**src/rtl/gpio_apb_pkg.sv**
```systemverilog
package gpio_apb_pkg;
  // word indices (byte offset / 4)
  localparam int unsigned PORT_STRIDE_W = 3;
  localparam int unsigned IDX_EN        = 12;
  localparam int unsigned IDX_MASK      = 13;
  localparam int unsigned IDX_TYPE      = 14;
  localparam int unsigned IDX_POL       = 15;
  localparam int unsigned IDX_STAT      = 16;
  localparam int unsigned IDX_EOI       = 19;
  localparam int unsigned IDX_EXT0      = 20;
  localparam int unsigned NUM_PORTS     = 4;
endpackage

```
**src/rtl/gpio_sync.sv**
```systemverilog
module gpio_sync #(
  parameter int unsigned W = 8
) (
  input  logic         clk_i,
  input  logic         rst_ni,
  input  logic [W-1:0] d_i,
  output logic [W-1:0] q_o
);
  logic [W-1:0] meta_q, sync_q;

  always_ff @(posedge clk_i or negedge rst_ni) begin
    if (!rst_ni) begin
      meta_q <= '0;
      sync_q <= '0;
    end else begin
      meta_q <= d_i;
      sync_q <= meta_q;
    end
  end

  assign q_o = sync_q;
endmodule

```
**src/rtl/gpio_port_regs.sv**
```systemverilog
module gpio_port_regs #(
  parameter int unsigned W = 8
) (
  input  logic         clk_i,
  input  logic         rst_ni,
  input  logic         dat_we_i,
  input  logic         dir_we_i,
  input  logic [W-1:0] wdata_i,
  output logic [W-1:0] dat_o,
  output logic [W-1:0] dir_o
);
  logic [W-1:0] dat_q, dir_q;

  always_ff @(posedge clk_i or negedge rst_ni) begin
    if (!rst_ni) begin
      dat_q <= '0;
      dir_q <= '0;
    end else begin
      if (dat_we_i) dat_q <= wdata_i;
      if (dir_we_i) dir_q <= wdata_i;
    end
  end

  assign dat_o = dat_q;
  assign dir_o = dir_q;
endmodule

```
**src/rtl/gpio_irq_unit.sv**
```systemverilog
module gpio_irq_unit #(
  parameter int unsigned W = 8
) (
  input  logic         clk_i,
  input  logic         rst_ni,
  input  logic         en_we_i,
  input  logic         mask_we_i,
  input  logic         type_we_i,
  input  logic         pol_we_i,
  input  logic         eoi_we_i,
  input  logic [W-1:0] wdata_i,
  input  logic [W-1:0] pin_s_i,
  output logic [W-1:0] en_o,
  output logic [W-1:0] mask_o,
  output logic [W-1:0] type_o,
  output logic [W-1:0] pol_o,
  output logic [W-1:0] latch_o,
  output logic [W-1:0] pin_d_o,
  output logic [W-1:0] status_o,
  output logic         irq_o
);
  logic [W-1:0] en_q, mask_q, type_q, pol_q, latch_q, pin_d_q;
  logic [W-1:0] rise, fall, edge_hit, clr, level_act;

  always_ff @(posedge clk_i or negedge rst_ni) begin
    if (!rst_ni) begin
      en_q   <= '0;
      mask_q <= '0;
      type_q <= '0;
      pol_q  <= '0;
    end else begin
      if (en_we_i)   en_q   <= wdata_i;
      if (mask_we_i) mask_q <= wdata_i;
      if (type_we_i) type_q <= wdata_i;
      if (pol_we_i)  pol_q  <= wdata_i;
    end
  end

  assign rise     = pin_s_i & ~pin_d_q;
  assign fall     = ~pin_s_i & pin_d_q;
  assign edge_hit = type_q & en_q & ((pol_q & rise) | (~pol_q & fall));
  assign clr      = eoi_we_i ? wdata_i : '0;

  // a new edge wins over a clear in the same cycle; disable drops the latch
  always_ff @(posedge clk_i or negedge rst_ni) begin
    if (!rst_ni) begin
      pin_d_q <= '0;
      latch_q <= '0;
    end else begin
      pin_d_q <= pin_s_i;
      latch_q <= ((latch_q & ~clr) | edge_hit) & en_q;
    end
  end

  assign level_act = ~type_q & ~(pin_s_i ^ pol_q);
  assign status_o  = ((type_q & latch_q) | level_act) & en_q & ~mask_q;
  assign irq_o     = |status_o;

  assign en_o    = en_q;
  assign mask_o  = mask_q;
  assign type_o  = type_q;
  assign pol_o   = pol_q;
  assign latch_o = latch_q;
  assign pin_d_o = pin_d_q;
endmodule

```
**src/rtl/gpio_apb_ctrl.sv**
```systemverilog
module gpio_apb_ctrl
  import gpio_apb_pkg::*;
#(
  parameter int unsigned WA     = 8,
  parameter int unsigned WB     = 8,
  parameter int unsigned WC     = 16,
  parameter int unsigned WD     = 4,
  parameter int unsigned ADDR_W = 7
) (
  input  logic              clk_i,
  input  logic              rst_ni,
  input  logic              psel_i,
  input  logic              penable_i,
  input  logic              pwrite_i,
  input  logic [ADDR_W-1:0] paddr_i,
  input  logic [31:0]       pwdata_i,
  output logic [31:0]       prdata_o,
  input  logic [WA-1:0]     port_a_i,
  output logic [WA-1:0]     port_a_o,
  output logic [WA-1:0]     port_a_oe_o,
  input  logic [WB-1:0]     port_b_i,
  output logic [WB-1:0]     port_b_o,
  output logic [WB-1:0]     port_b_oe_o,
  input  logic [WC-1:0]     port_c_i,
  output logic [WC-1:0]     port_c_o,
  output logic [WC-1:0]     port_c_oe_o,
  input  logic [WD-1:0]     port_d_i,
  output logic [WD-1:0]     port_d_o,
  output logic [WD-1:0]     port_d_oe_o,
  output logic              irq_o
);
  localparam int unsigned WAW = ADDR_W - 2;

  function automatic int unsigned port_w(int unsigned p);
    case (p)
      0:       return WA;
      1:       return WB;
      2:       return WC;
      default: return WD;
    endcase
  endfunction

  logic           wr_en;
  logic [WAW-1:0] waddr;
  int unsigned    idx;
  logic [31:0]    dat_q [NUM_PORTS];
  logic [31:0]    dir_q [NUM_PORTS];
  logic [31:0]    ext_q [NUM_PORTS];
  logic [WA-1:0]  pin_a_s, pin_a_d;
  logic [WA-1:0]  irq_en, irq_mask, irq_type, irq_pol, irq_latch, irq_status;
  logic           eoi_we;
  logic           unused_sink;

  assign wr_en = psel_i & penable_i & pwrite_i;
  assign waddr = paddr_i[ADDR_W-1:2];
  assign idx   = int'(waddr);
  assign unused_sink = ^{paddr_i[1:0], pwdata_i};

  for (genvar p = 0; p < NUM_PORTS; p++) begin : g_port
    localparam int unsigned W = port_w(p);
    logic [W-1:0] pin_raw, pin_s, dat, dir;

    if (p == 0) begin : g_a
      assign pin_raw = port_a_i;
      assign pin_a_s = pin_s;
    end else if (p == 1) begin : g_b
      assign pin_raw = port_b_i;
    end else if (p == 2) begin : g_c
      assign pin_raw = port_c_i;
    end else begin : g_d
      assign pin_raw = port_d_i;
    end

    gpio_sync #(.W(W)) u_sync (
      .clk_i (clk_i),
      .rst_ni(rst_ni),
      .d_i   (pin_raw),
      .q_o   (pin_s)
    );

    gpio_port_regs #(.W(W)) u_regs (
      .clk_i   (clk_i),
      .rst_ni  (rst_ni),
      .dat_we_i(wr_en && idx == p * PORT_STRIDE_W),
      .dir_we_i(wr_en && idx == p * PORT_STRIDE_W + 1),
      .wdata_i (pwdata_i[W-1:0]),
      .dat_o   (dat),
      .dir_o   (dir)
    );

    assign dat_q[p] = 32'(dat);
    assign dir_q[p] = 32'(dir);
    assign ext_q[p] = 32'(pin_s);
  end

  assign eoi_we = wr_en && idx == IDX_EOI;

  gpio_irq_unit #(.W(WA)) u_irq (
    .clk_i    (clk_i),
    .rst_ni   (rst_ni),
    .en_we_i  (wr_en && idx == IDX_EN),
    .mask_we_i(wr_en && idx == IDX_MASK),
    .type_we_i(wr_en && idx == IDX_TYPE),
    .pol_we_i (wr_en && idx == IDX_POL),
    .eoi_we_i (eoi_we),
    .wdata_i  (pwdata_i[WA-1:0]),
    .pin_s_i  (pin_a_s),
    .en_o     (irq_en),
    .mask_o   (irq_mask),
    .type_o   (irq_type),
    .pol_o    (irq_pol),
    .latch_o  (irq_latch),
    .pin_d_o  (pin_a_d),
    .status_o (irq_status),
    .irq_o    (irq_o)
  );

  always_comb begin
    prdata_o = '0;
    for (int p = 0; p < NUM_PORTS; p++) begin
      if (idx == p * PORT_STRIDE_W)     prdata_o = dat_q[p];
      if (idx == p * PORT_STRIDE_W + 1) prdata_o = dir_q[p];
      if (idx == IDX_EXT0 + p)          prdata_o = ext_q[p];
    end
    case (idx)
      IDX_EN:   prdata_o = 32'(irq_en);
      IDX_MASK: prdata_o = 32'(irq_mask);
      IDX_TYPE: prdata_o = 32'(irq_type);
      IDX_POL:  prdata_o = 32'(irq_pol);
      IDX_STAT: prdata_o = 32'(irq_status);
      default:  ;
    endcase
  end

  assign port_a_o    = dat_q[0][WA-1:0];
  assign port_a_oe_o = dir_q[0][WA-1:0];
  assign port_b_o    = dat_q[1][WB-1:0];
  assign port_b_oe_o = dir_q[1][WB-1:0];
  assign port_c_o    = dat_q[2][WC-1:0];
  assign port_c_oe_o = dir_q[2][WC-1:0];
  assign port_d_o    = dat_q[3][WD-1:0];
  assign port_d_oe_o = dir_q[3][WD-1:0];
endmodule

```
**config.mk**
```make
export PLATFORM = sky130hd
export DESIGN_NAME = gpio_apb_ctrl
export DESIGN_NICKNAME = d
export VERILOG_FILES = /design/src/rtl/gpio_apb_pkg.sv /design/src/rtl/gpio_sync.sv /design/src/rtl/gpio_port_regs.sv /design/src/rtl/gpio_irq_unit.sv /design/src/rtl/gpio_apb_ctrl.sv
export SDC_FILE = /design/constraint.sdc
export NUM_CORES = 1
export LEC_CHECK = 0
export ABC_AREA = 1
export ABC_CLOCK_PERIOD_IN_PS = 2100
export BUFFER_PORTS_ARGS = -buffer_cell sky130_fd_sc_hd__buf_4
export CAP_MARGIN = 10
export CORE_MARGIN = 1
export CORE_UTILIZATION = 50
export CTS_CLUSTER_DIAMETER = 100
export DETAILED_ROUTE_END_ITERATION = 12
export GPL_ROUTABILITY_DRIVEN = 0
export HOLD_SLACK_MARGIN = 0.02
export PLACE_DENSITY = 0.71
export SLEW_MARGIN = 20
export SYNTH_ARGS = -nofsm -noshare
export SYNTH_HDL_FRONTEND = slang
export SYNTH_SLANG_ARGS = --single-unit
```
**constraint.sdc**
```tcl
create_clock -name clk_i -period 2.1 [get_ports clk_i]
set_input_delay 0.315 -clock clk_i [delete_from_list [all_inputs] [get_ports clk_i]]
set_output_delay 0.315 -clock clk_i [all_outputs]
set_load 0.02 [all_outputs]
```
==> implementation parameters, run 1 <==
Parameter                              Value

Status
  Status ... finished with violations
  Failing checks ... negative setup slack

Critical path
  Delay-heaviest family, CP ... compound AO/OA/AOI/OAI gates
  Startpoint of the worst-slack reg-to-reg timing path ... g_port[0].u_sync.q_o[7]$_DFF_PN0_
  Required @ worst endpoint ... 1780 ps
  Highest fanout seen on the critical path ... 4
  Crit end category ... output port
  Highest cell delay on the worst timing path ... 400 ps
  Worst Path Buf+Inv ... 1
  Slowest cell on the critical path ... sky130_fd_sc_hd__dfrtp_1
  Startpoint kind of the worst setup timing path ... flip-flop
  Cell-by-cell listing of the critical path ... or2_4 > nand3_2 > o2111ai_2 > o21ai_2 > a211oi_2 > nand2_1 > buf_6
  Register-to-Register Path Depth ... 6
  Critical Path AT ... 1850 ps
  Critical path start-end classification ... reg -> out
  Worst reg2reg setup slack ... 880 ps
  Destination of the worst register-to-register timing path ... u_irq.latch_o[7]$_DFF_PN0_

Routing
  Starting DRC count in detailed routing ... 335
  Vias per Instance ... 5.15
  DR WL/cell ... 16.8 um
  Post-route DRC violation count ... 0
  Total wire length ... 22100 um
  Count of TritonRoute iterations in the first routing pass ... 5
  Via count ... 6773
  Post-route antenna net violation count ... 0

Logic synthesis
  Number of instances in the synthesized netlist ... 842
  Post-synthesis share of cell area spent on xor and xnor gates ... 0%
  Cell Area, Synth ... 7940 sq um
  Average instance area after synthesis ... 9.43 sq um
  Post-synthesis sequential element count ... 192
  Top cells by area in the synthesized netlist ... sky130_fd_sc_hd__dfrtp_1, sky130_fd_sc_hd__nand2_1, sky130_fd_sc_hd__o21ai_1
  Main combinational cell family by area after synthesis ... simple AND/OR/NAND/NOR gates
  Sequential element share of the synthesized area ... 60.5%
  Top-area cell type share of the netlist area ... 60.5%
  Number of distinct library cell variants in the gate-level netlist after synthesis ... 35
  Most used flip-flop cell after synthesis ... sky130_fd_sc_hd__dfrtp_1
  Cell taking the most area after synthesis ... sky130_fd_sc_hd__dfrtp_1
  Synth Area in Simple Gates ... 21.1%
  Proportion of synthesized area in mux cells ... 0%
  Synth Area in Compound Gates ... 11.7%
  Adder and majority cell fraction of the synthesized area ... 0%
  Count of yosys warnings during synthesis ... 0
  Ys async rst share ... 100%
  Count of flip-flops with a built-in enable after synthesis ... 0

STA
  Unrepaired setup endpoints after global routing ... yes
  Number of setup violations in the final report ... 8
  Headroom to the max-slew limit ... 53.6%
  Max frequency ... 463 MHz
  Clock period minus worst slack ... 2160 ps
  Fin. max-slew vios ... 0
  Period utilisation layout ... 103%
  Final Skew ... 6.43 ps
  Final Hold Vio Count ... 0
  Worst Tran Pin Value ... 696 ps
  Worst setup slack after layout ... -61.5 ps

Worst hold path
  Path class of the lowest-slack min-delay path ... in -> reg
  Hold path startpoint ... pwdata_i[11]
  Worst hold path endpoint ... g_port[2].u_regs.dat_o[11]$_DFFE_PN0P_
  Cell depth of the worst hold path ... 3

Clock tree
  Number of buffers created by CTS ... 17
  Later-pin clock latency in the skew report ... 440 ps
  Root buf cell ... sky130_fd_sc_hd__clkbuf_16
  CTS tree ... built
  Number of H-tree levels ... 4
  Clock Sink Count ... 192
  Clock-pin slew on the worst setup and hold paths ... 80 ps
  Max clock buf depth ... 2

Pwr
  Power per unit of standard cell area ... 786 nW/um^2
  Leakage power summed over all cells ... 0.00534 uW
  Sum of internal, switching and leakage power ... 8600 uW
  Highest ir drop seen on vdd ... 0.658 mV

Final layout
  Count of inserted antenna diode cells ... 0
  Filler cells ... 1171
  Growth of design area from synthesis to finish ... 37.9%
  Commonest cells after routing, fill and taps aside ... sky130_fd_sc_hd__nand2_1, sky130_fd_sc_hd__buf_4, sky130_fd_sc_hd__dfrtp_1
  Summed area of non-filler cells in the final layout ... 10900 sq um
  Most common cell after layout, fill and taps aside ... sky130_fd_sc_hd__nand2_1
  Number of nets in the layout ... 1172
  Fraction of layout instances using a drive strength above 1 ... 31.6%

Global routing
  Antenna violations before repair ... 0
  GRT busiest layer ... met2
  Total routing usage reported by global routing ... 28.4%
  Met1 Use GR ... 38.5%
  Largest net degree at the start of global routing ... 67
  Met2 usage ... 45.2%
  Leftover overflow at the end of global routing ... 0
  GR met3 Demand/Resource ... 7.93%
  Via count of the first global-routing pass ... 6511
  Global-route wire length before repair ... 34700 um

Place
  HPWL Detailed ... 14600 um
  Post-place instance area ... 9480 sq um
  Buffers on Ports ... 150

Floorplan
  I/O pin count ... 185
  Vertical die dimension ... 128 um
  Initial core utilization ... 51.6%
  Die Width ... 128 um
  DIE AREA ... 16400 sq um
  Row cnt ... 45
  Core Area ... 15400 sq um

Flow run
  Max-Cap Viols ... 0
==> cell families after synthesis <==
| group | count (synthesis) |
|---|---|
| DFF | 192 |
| buffers and inverters | 115 |
| other | 1 |
| AOI/OAI and AO/OA | 169 |
| and+or+nand+nor | 365 |
==> registers in the layout, indices dropped and copies added, names as in the netlist <==
signal and flops:
g_port.u_sync.meta_q 36, u_irq.pin_d_o 8, u_irq.en_o 8, g_port.u_sync.q_o 36, u_irq.mask_o 8, u_irq.latch_o 8
u_irq.type_o 8, g_port.u_regs.dat_o 36, u_irq.pol_o 8, g_port.u_regs.dir_o 36
==> final cells by class <==
cell class | instances | area (sq um) | share of cell area [%]
clock inverters | 14 | 168 | 1.53
clock buffers | 18 | 429 | 3.92
inverters | 71 | 269 | 2.46
well taps | 211 | 264 | 2.41
flip-flops and latches | 192 | 4800 | 43.9
repair buffers | 260 | 2130 | 19.4
multi-input cells | 550 | 2890 | 26.4
==> report_power, final <==
group,internal (uW),leakage (uW),switching [uW]
Sequential,3940,0.00246,183
Combinational,528,0.00259,677
Clock,1710,0.000291,1570
==> layer usage <==
layer  wire [um]  up-vias
met5           0        -
met4         362        0
met3        1560       34
met2       10500      261
met1        9680     3256
li1            -     3222
==> how the worst max path moves through the flow <==
stage	cells after the start	startpoint	slack (ps)	end
2_1_floorplan	11	paddr_i[6]	250	prdata_o[0]
3_3_place_gp	11	paddr_i[5]	-120	prdata_o[3]
3_5_place_dp	11	paddr_i[5]	-90	prdata_o[3]
4_1_cts	9	g_port[0].u_regs.dir_o[0]$_DFFE_PN0P_	-70	prdata_o[0]
5_1_grt	9	g_port[0].u_regs.dir_o[1]$_DFFE_PN0P_	-150	prdata_o[1]
6_report	7	u_irq.pol_o[5]$_DFFE_PN0P_	-60	prdata_o[5]
==> cell usage after synthesis, types with 4 or more instances <==
cell and number:
sky130_fd_sc_hd__a211oi_1 4, sky130_fd_sc_hd__a21boi_0 8, sky130_fd_sc_hd__a21oi_1 16, sky130_fd_sc_hd__buf_2 16
sky130_fd_sc_hd__buf_4 16, sky130_fd_sc_hd__clkbuf_1 9, sky130_fd_sc_hd__dfrtp_1 192, sky130_fd_sc_hd__inv_1 62
sky130_fd_sc_hd__inv_2 9, sky130_fd_sc_hd__nand2_1 248, sky130_fd_sc_hd__nand2_2 5, sky130_fd_sc_hd__nand3_1 28
sky130_fd_sc_hd__nand3b_1 4, sky130_fd_sc_hd__nand4_1 19, sky130_fd_sc_hd__nor2_1 20, sky130_fd_sc_hd__nor2_4 6
sky130_fd_sc_hd__nor3_4 4, sky130_fd_sc_hd__o2111ai_1 10, sky130_fd_sc_hd__o21ai_0 36, sky130_fd_sc_hd__o21ai_1 87
sky130_fd_sc_hd__o22ai_1 6, sky130_fd_sc_hd__or2_0 5, sky130_fd_sc_hd__or2_1 7, sky130_fd_sc_hd__or2_2 7
==> worst register-to-register path, stage by stage (launching register included) <==
cell and delay (ps):
sky130_fd_sc_hd__dfrtp_1 430, sky130_fd_sc_hd__inv_2 90, sky130_fd_sc_hd__nand2_2 60, sky130_fd_sc_hd__buf_4 130, sky130_fd_sc_hd__a21oi_1 120, sky130_fd_sc_hd__o21ai_0 110, sky130_fd_sc_hd__a21boi_0 210
==> what timing repair did <==
item | in CTS | in global routing
endpoints found under the setup margin | 9 | 9
pin swaps | 35 | 39
resized for setup | 49 | 27
hold endpoints to repair | 97 | 0
hold buffers | 37 | 0
setup buffers | 23 | 8
==> through the flow <==
stage | util [%] | TNS [ps] | cells | hold slack, ps | worst slack (ps)
detailed placement | 61.7 | -507 | 1216 | 335 | -92.6
CTS | 70.2 | -395 | 1308 | 119 | -74.3
global route | 71.2 | -934 | 1316 | 134 | -153
global placement | 61.7 | -682 | 1216 | 331 | -116
floorplan | - | 0 | 857 | 19.4 | 252
finish | 71.2 | -302 | 1316 | 136 | -61.5
Note: power is estimated with default switching activity, not from simulation.
==> run 2: changes to the inputs <==
--- a/config.mk
+++ b/config.mk
@@ -10,12 +10,12 @@
 export BUFFER_PORTS_ARGS = -buffer_cell sky130_fd_sc_hd__buf_4
 export CAP_MARGIN = 10
 export CORE_MARGIN = 1
-export CORE_UTILIZATION = 50
+export CORE_UTILIZATION = 30
 export CTS_CLUSTER_DIAMETER = 100
 export DETAILED_ROUTE_END_ITERATION = 12
 export GPL_ROUTABILITY_DRIVEN = 0
 export HOLD_SLACK_MARGIN = 0.02
-export PLACE_DENSITY = 0.71
+export PLACE_DENSITY = 0.46
 export SLEW_MARGIN = 20
 export SYNTH_ARGS = -nofsm -noshare
 export SYNTH_HDL_FRONTEND = slang
==> implementation parameters, run 2 (synthesis results as in run 1) <==
Parameter                              Value

Floorplan
  Vertical die dimension ... 165 um (+29%)
  Row cnt ... 59 (+31%)
  Die Width ... 165 um (+29%)
  I/O pin count ... 185 (unchanged)
  DIE AREA ... 27100 sq um (+66%)
  Core Area ... 26000 sq um (+69%)
  Initial core utilization ... 30.6% (-21 points)

Critical path
  Highest fanout seen on the critical path ... 3 (-1)
  Critical path start-end classification ... reg -> out
  Critical Path AT ... 1880 ps (+30 ps)
  Destination of the worst register-to-register timing path ... u_irq.latch_o[2]$_DFF_PN0_
  Crit end category ... output port
  Highest cell delay on the worst timing path ... 420 ps (+20 ps)
  Worst Path Buf+Inv ... 2 (+1)
  Slowest cell on the critical path ... sky130_fd_sc_hd__dfrtp_1
  Cell-by-cell listing of the critical path ... inv_2 > nand2_2 > nand3_2 > o2111ai_4 > o22ai_2 > a211oi_2 > nand2_1 > buf_6
  Delay-heaviest family, CP ... compound AO/OA/AOI/OAI gates
  Startpoint kind of the worst setup timing path ... flip-flop
  Startpoint of the worst-slack reg-to-reg timing path ... g_port[0].u_sync.q_o[2]$_DFF_PN0_
  Required @ worst endpoint ... 1780 ps (about the same)
  Register-to-Register Path Depth ... 4 (-2)
  Worst reg2reg setup slack ... 870 ps (about the same)

Clock tree
  Clock-pin slew on the worst setup and hold paths ... 80 ps (about the same)
  Number of H-tree levels ... 4 (unchanged)
  Root buf cell ... sky130_fd_sc_hd__clkbuf_16
  Clock Sink Count ... 192 (unchanged)
  CTS tree ... built
  Later-pin clock latency in the skew report ... 440 ps (about the same)
  Number of buffers created by CTS ... 17 (unchanged)
  Max clock buf depth ... 2 (unchanged)

Final layout
  Fin cells ... 1454 (+10%)
  Growth of design area from synthesis to finish ... 42.1%
  Number of nets in the layout ... 1187 (+1.3%)
  Count of inserted antenna diode cells ... 0 (unchanged)
  Commonest cells after routing, fill and taps aside ... sky130_fd_sc_hd__nand2_1, sky130_fd_sc_hd__buf_4, sky130_fd_sc_hd__dfrtp_1
  Most common cell after layout, fill and taps aside ... sky130_fd_sc_hd__nand2_1
  Fraction of layout instances using a drive strength above 1 ... 33.3% (+1.7 points)

STA
  Unrepaired setup endpoints after global routing ... yes
  Number of setup violations in the final report ... 6 (-2)
  Headroom to the max-slew limit ... 53.4% (-0.16 points)
  Period utilisation layout ... 105% (+1.7 points)
  Fin. max-slew vios ... 0 (unchanged)
  Max frequency ... 455 MHz (-1.6%)
  Worst Tran Pin Value ... 698 ps (+2.33 ps)
  Worst setup slack after layout ... -97.2 ps (-35.7 ps)
  Final Skew ... 10.9 ps (+4.44 ps)
  Clock period minus worst slack ... 2200 ps (+35.7 ps)
  Final Hold Vio Count ... 0 (unchanged)
  Hold slack ... 133 ps (-2.67 ps)

Place
  Buffers on Ports ... 150 (unchanged)
  Dpl cells ... 1361 (+12%)
  HPWL Detailed ... 17100 um (+17%)

Pwr
  Switching component of the power ... 2450 uW (+1.1%)
  Switching part of the total power ... 28.4% (+0.23 points)
  Highest ir drop seen on vdd ... 0.454 mV (-31%)
  Internal power of the cells ... 6170 uW (about the same)
  Leakage power summed over all cells ... 0.00542 uW (+1.4%)
  Clock network fraction of total power ... 38.1% (about the same)
  Fraction of power consumed by sequential logic ... 47.8% (about the same)
  Power per unit of standard cell area ... 764 nW/um^2 (-2.7%)
  Gate power share ... 14.1% (about the same)

Global routing
  Leftover overflow at the end of global routing ... 0 (unchanged)
  Largest net degree at the start of global routing ... 58 (-13%)
  Total routing usage reported by global routing ... 18.8% (-9.6 points)
  Antenna violations before repair ... 0 (unchanged)
  Via count of the first global-routing pass ... 6437 (-1.1%)
  Global-route wire length before repair ... 37300 um (+7.7%)

Routing
  Post-route antenna net violation count ... 0 (unchanged)
  Total wire length ... 24100 um (+8.7%)
  Via count ... 6606 (-2.5%)
  Vias per Instance ... 4.54 (-12%)
  Count of TritonRoute iterations in the first routing pass ... 5 (unchanged)
  Post-route DRC violation count ... 0 (unchanged)
  DR WL/cell ... 16.6 um (-1.6%)
  Starting DRC count in detailed routing ... 354 (+5.7%)

Worst hold path
  Hold path startpoint ... pwdata_i[15]
  Cell depth of the worst hold path ... 3 (unchanged)
  Worst hold path endpoint ... g_port[2].u_regs.dat_o[15]$_DFFE_PN0P_
  Path class of the lowest-slack min-delay path ... in -> reg

Flow run
  Max-Cap Viols ... 0 (unchanged)

Status
  Failing checks ... negative setup slack
  Status ... finished with violations
-- run 2: changes by cell type in the layout (fill, tap and decap cells not counted), moves of 4 or more --
cell | before | now
sky130_fd_sc_hd__nand2_1 | 237 | 231
sky130_fd_sc_hd__inv_2 | 18 | 22
sky130_fd_sc_hd__nand2_2 | 15 | 20
sky130_fd_sc_hd__inv_1 | 52 | 47
sky130_fd_sc_hd__nor2_2 | 9 | 4
sky130_fd_sc_hd__buf_4 | 209 | 222
sky130_fd_sc_hd__nor2_1 | 14 | 19
-- run 2: per-layer routing --
layer	part of all wire, %	wire [um]	vias up	track usage (%)
met5	0	0	-	0
met4	1.0	250	0	5.17
met3	4.7	1130	14	4.07
met2	47	11300	170	29.2
met1	47	11400	3155	26.3
li1	-	-	3267	-
-- run 2: layout make-up --
| type | instances | area, sq um |
|---|---|---|
| clock inverters | 14 | 166 |
| clock buffers | 17 | 425 |
| multi-input cells | 550 | 2930 |
| inverters | 71 | 272 |
| repair buffers | 275 | 2250 |
| well taps | 335 | 419 |
| fillers | 2602 | 14700 |
| flip-flops and latches | 192 | 4810 |
-- run 2: metrics by stage --
step | utilization [%] | area, sq um | total power (uW) | worst slack (ps) | TNS [ps]
floorplan | - | 8000 | 4670 | 252 | 0
CTS | 42.7 | 11100 | 8690 | -140 | -635
global placement | 37.8 | 9810 | 5240 | -56.6 | -94.6
finish | 43.4 | 11300 | 8620 | -97.2 | -332
global route | 43.4 | 11300 | 9020 | -234 | -1340
detailed placement | 37.8 | 9810 | 5250 | -89.4 | -209
-- run 2: worst max-delay path by stage --
stage | from | cells after the start | endpoint | slack [ps]
2_1_floorplan | paddr_i[6] | 11 | prdata_o[0] | 250
3_3_place_gp | paddr_i[5] | 10 | prdata_o[4] | -60
3_5_place_dp | paddr_i[5] | 10 | prdata_o[4] | -90
4_1_cts | g_port[0].u_sync.q_o[0]$_DFF_PN0_ | 9 | prdata_o[0] | -140
5_1_grt | g_port[0].u_sync.q_o[1]$_DFF_PN0_ | 9 | prdata_o[1] | -230
6_report | g_port[0].u_sync.q_o[6]$_DFF_PN0_ | 8 | prdata_o[6] | -100
-- run 2: worst min-delay path, cell delays in order --
cell                      delay, ps
sky130_fd_sc_hd__buf_4           70
sky130_fd_sc_hd__inv_1           30
sky130_fd_sc_hd__o21ai_1        110
-- run 2: power groups by stage --
stage	Combinational, uW	Sequential [uW]	Clock, uW
floorplan	394	4270	0
global placement	1050	4190	0
detailed placement	1060	4190	0
CTS	1200	4120	3370
global route	1340	4150	3520
finish	1220	4120	3280
-- run 2: what timing repair did --
action,in CTS,in global routing
buffers inserted,16,9
endpoints found under the hold margin,81,0
pin swaps,33,31
gates resized for setup,61,30
hold buffers,37,0
endpoints found under the setup margin,9,9
==> run 3: changes to the inputs <==
--- a/config.mk
+++ b/config.mk
@@ -16,6 +16,7 @@
 export GPL_ROUTABILITY_DRIVEN = 0
 export HOLD_SLACK_MARGIN = 0.02
 export PLACE_DENSITY = 0.46
+export SETUP_SLACK_MARGIN = 0.3
 export SLEW_MARGIN = 20
 export SYNTH_ARGS = -nofsm -noshare
 export SYNTH_HDL_FRONTEND = slang
==> implementation parameters, run 3 (synthesis results as in run 1) <==
Parameter                              Value

Status
  Status ... finished with violations
  Failing checks ... negative setup slack

Routing
  Post-route antenna net violation count ... 0 (unchanged)
  Post-route DRC violation count ... 0 (unchanged)
  Count of TritonRoute iterations in the first routing pass ... 4 (-1)
  Met2 routed WL ... 11500 um (+1.5%)
  Via count ... 6640 (+0.51%)
  DR WL/cell ... 16.6 um (+0.41%)
  Amount of wire on met3 after detailed routing ... 1600 um (+42%)
  Metal1 wirelength ... 11100 um (-2.6%)
  Topmost layer with routed signal wires ... met4
  Total wire length ... 24400 um (+1.2%)
  Starting DRC count in detailed routing ... 378 (+6.8%)
  Vias per Instance ... 4.53 (-0.31%)

Clock tree
  Root buf cell ... sky130_fd_sc_hd__clkbuf_16
  Number of H-tree levels ... 4 (unchanged)
  CTS tree ... built
  Later-pin clock latency in the skew report ... 440 ps (about the same)
  Number of buffers created by CTS ... 17 (unchanged)
  Max clock buf depth ... 2 (unchanged)
  Clock-pin slew on the worst setup and hold paths ... 80 ps (about the same)
  Clock Sink Count ... 192 (unchanged)

Place
  Post-place instance area ... 9850 sq um (+0.41%)
  HPWL Detailed ... 17400 um (+1.7%)
  Buffers on Ports ... 150 (unchanged)

Critical path
  Worst reg2reg setup slack ... 820 ps (-50 ps)
  Endpoint of the worst setup timing path ... prdata_o[0]
  Startpoint of the worst-slack reg-to-reg timing path ... g_port[0].u_sync.q_o[0]$_DFF_PN0_
  Required @ worst endpoint ... 1780 ps (about the same)
  Register-to-Register Path Depth ... 4 (unchanged)
  Destination of the worst register-to-register timing path ... u_irq.latch_o[0]$_DFF_PN0_
  Highest fanout seen on the critical path ... 4 (+1)
  Startpoint of the most critical setup path ... g_port[0].u_sync.q_o[0]$_DFF_PN0_
  Critical Path AT ... 1900 ps (+20 ps)
  Critical path start-end classification ... reg -> out
  Startpoint kind of the worst setup timing path ... flip-flop
  Crit end category ... output port

Final layout
  Combined area of the multi-input logic cells ... 2960 sq um (+0.94%)
  Fraction of layout instances using a drive strength above 1 ... 34.9% (+1.6 points)
  Number of nets in the layout ... 1198 (+0.93%)
  Summed area of non-filler cells in the final layout ... 11500 sq um (+2.1%)
  Most common cell after layout, fill and taps aside ... sky130_fd_sc_hd__nand2_1
  Register cell area after layout ... 4810 sq um (unchanged)
  Growth of design area from synthesis to finish ... 45.1%
  Filler cells ... 2583 (-0.73%)
  Count of inserted antenna diode cells ... 0 (unchanged)
  Commonest cells after routing, fill and taps aside ... sky130_fd_sc_hd__nand2_1, sky130_fd_sc_hd__buf_4, sky130_fd_sc_hd__dfrtp_1

Global routing
  Global-route wire length before repair ... 37300 um (-0.17%)
  Leftover overflow at the end of global routing ... 0 (unchanged)
  Total routing usage reported by global routing ... 18.8% (-0.025 points)
  Antenna violations before repair ... 0 (unchanged)
  Largest net degree at the start of global routing ... 63 (+8.6%)
  Via count of the first global-routing pass ... 6341 (-1.5%)

STA
  Max frequency ... 452 MHz (-0.71%)
  Headroom to the max-slew limit ... 51.5% (-1.9 points)
  Fin. max-slew vios ... 0 (unchanged)
  Worst Tran Pin Value ... 727 ps (+29.1 ps)
  Clock period minus worst slack ... 2210 ps (+15.7 ps)
  Final Hold Vio Count ... 0 (unchanged)
  Period utilisation layout ... 105% (+0.75 points)
  Number of setup violations in the final report ... 6 (unchanged)
  Unrepaired setup endpoints after global routing ... yes
  Worst setup slack after layout ... -113 ps (-15.7 ps)
  Final Skew ... 9.31 ps (-1.56 ps)

Pwr
  Power per unit of standard cell area ... 752 nW/um^2 (-1.6%)
  Highest ir drop seen on vdd ... 0.557 mV (+23%)
  Sum of internal, switching and leakage power ... 8660 uW (+0.45%)
  Leakage power summed over all cells ... 0.00564 uW (+4.1%)

Floorplan
  Row cnt ... 59 (unchanged)
  Core Area ... 26000 sq um (unchanged)
  Vertical die dimension ... 165 um (unchanged)
  Initial core utilization ... 30.6% (unchanged)
  Die Width ... 165 um (unchanged)
  DIE AREA ... 27100 sq um (unchanged)
  I/O pin count ... 185 (unchanged)

Worst hold path
  Path class of the lowest-slack min-delay path ... in -> reg

Flow run
  Max-Cap Viols ... 0 (unchanged)
## run 3: changes by cell type in the layout (fill, tap and decap cells not counted), moves of 3 or more
cell | previous run | this run
sky130_fd_sc_hd__buf_4 | 222 | 215
sky130_fd_sc_hd__nand3_1 | 16 | 10
sky130_fd_sc_hd__inv_1 | 47 | 50
sky130_fd_sc_hd__nand2_1 | 231 | 226
sky130_fd_sc_hd__inv_2 | 22 | 18
sky130_fd_sc_hd__o2111ai_4 | 3 | 0
sky130_fd_sc_hd__nor2_2 | 4 | 9
sky130_fd_sc_hd__nor2_1 | 19 | 14
sky130_fd_sc_hd__buf_12 | 4 | 7
sky130_fd_sc_hd__buf_6 | 11 | 24
sky130_fd_sc_hd__nand3_2 | 11 | 19
sky130_fd_sc_hd__nand2_4 | 4 | 11
sky130_fd_sc_hd__clkinv_8 | 2 | 6
## run 3: area by class of cell
| class | instances | area share [%] |
|---|---|---|
| Multi-Input combinational cell | 550 | 25.7 |
| Inverter | 71 | 2.51 |
| Timing Repair Buffer | 285 | 21.0 |
| Clock inverter | 14 | 1.56 |
| Clock buffer | 18 | 3.73 |
| Tap cell | 335 | 3.64 |
| Sequential cell | 192 | 41.8 |
| Timing Repair inverter | 1 | 0.0543 |
## run 3: worst max-delay path, stage by stage, from the launching register on
cell and delay [ps]:
sky130_fd_sc_hd__dfrtp_1 430, sky130_fd_sc_hd__inv_2 100, sky130_fd_sc_hd__nor2_2 40, sky130_fd_sc_hd__nor2_2 110
sky130_fd_sc_hd__nand4_1 140, sky130_fd_sc_hd__nand2_1 130, sky130_fd_sc_hd__nand3_2 140, sky130_fd_sc_hd__nand2_1 90
sky130_fd_sc_hd__nand4_1 100, sky130_fd_sc_hd__buf_4 180
## run 3: worst min path at each step
stage / from / slack [ps] / end / cells after the start
5_1_grt: pwdata_i[15] / 130 / g_port[2].u_regs.dat_o[15]$_DFFE_PN0P_ / 3
3_3_place_gp: g_port[2].u_sync.meta_q[12]$_DFF_PN0_ / 330 / g_port[2].u_sync.q_o[12]$_DFF_PN0_ / 0
2_1_floorplan: rst_ni / 20 / g_port[0].u_regs.dat_o[0]$_DFFE_PN0P_ / 0
6_report: pwdata_i[14] / 130 / g_port[2].u_regs.dir_o[14]$_DFFE_PN0P_ / 3
4_1_cts: pwdata_i[14] / 110 / g_port[2].u_regs.dir_o[14]$_DFFE_PN0P_ / 3
3_5_place_dp: g_port[1].u_sync.meta_q[5]$_DFF_PN0_ / 330 / g_port[1].u_sync.q_o[5]$_DFF_PN0_ / 0
## run 3: repair_timing
action                     4_1_cts  5_1_grt
setup endpoints to repair       17       17
hold buffers                    37        0
gates cloned                     1        0
pin swaps                       30       41
resized for setup               83       46
setup buffers                   21        9
hold endpoints to repair        91        0
## run 3: through the flow
step | utilization [%] | worst slack (ps) | hold WS [ps] | cells | setup TNS, ps
floorplan | - | 252 | 19.4 | 857 | 0
global placement | 37.9 | -75.7 | 331 | 1366 | -201
detailed placement | 37.9 | -115 | 335 | 1366 | -256
CTS | 43.4 | -137 | 110 | 1457 | -838
global route | 44.3 | -233 | 129 | 1466 | -1210
finish | 44.3 | -113 | 130 | 1466 | -437
## run 3: routing by layer
| layer | global-route usage [%] | up-vias |
|---|---|---|
| met1 | 25.6 | 3183 |
| met2 | 29.4 | 173 |
| met4 | 4.46 | 0 |
| met5 | 0 | - |
| met3 | 5.20 | 15 |
| li1 | - | 3269 |
## run 3: power breakdown
group | internal, uW | total (uW) | leakage, uW | switching, uW
clock | 1710 | 3300 | 0.000288 | 1590
combinational | 556 | 1240 | 0.00289 | 687
sequential | 3940 | 4120 | 0.00246 | 185
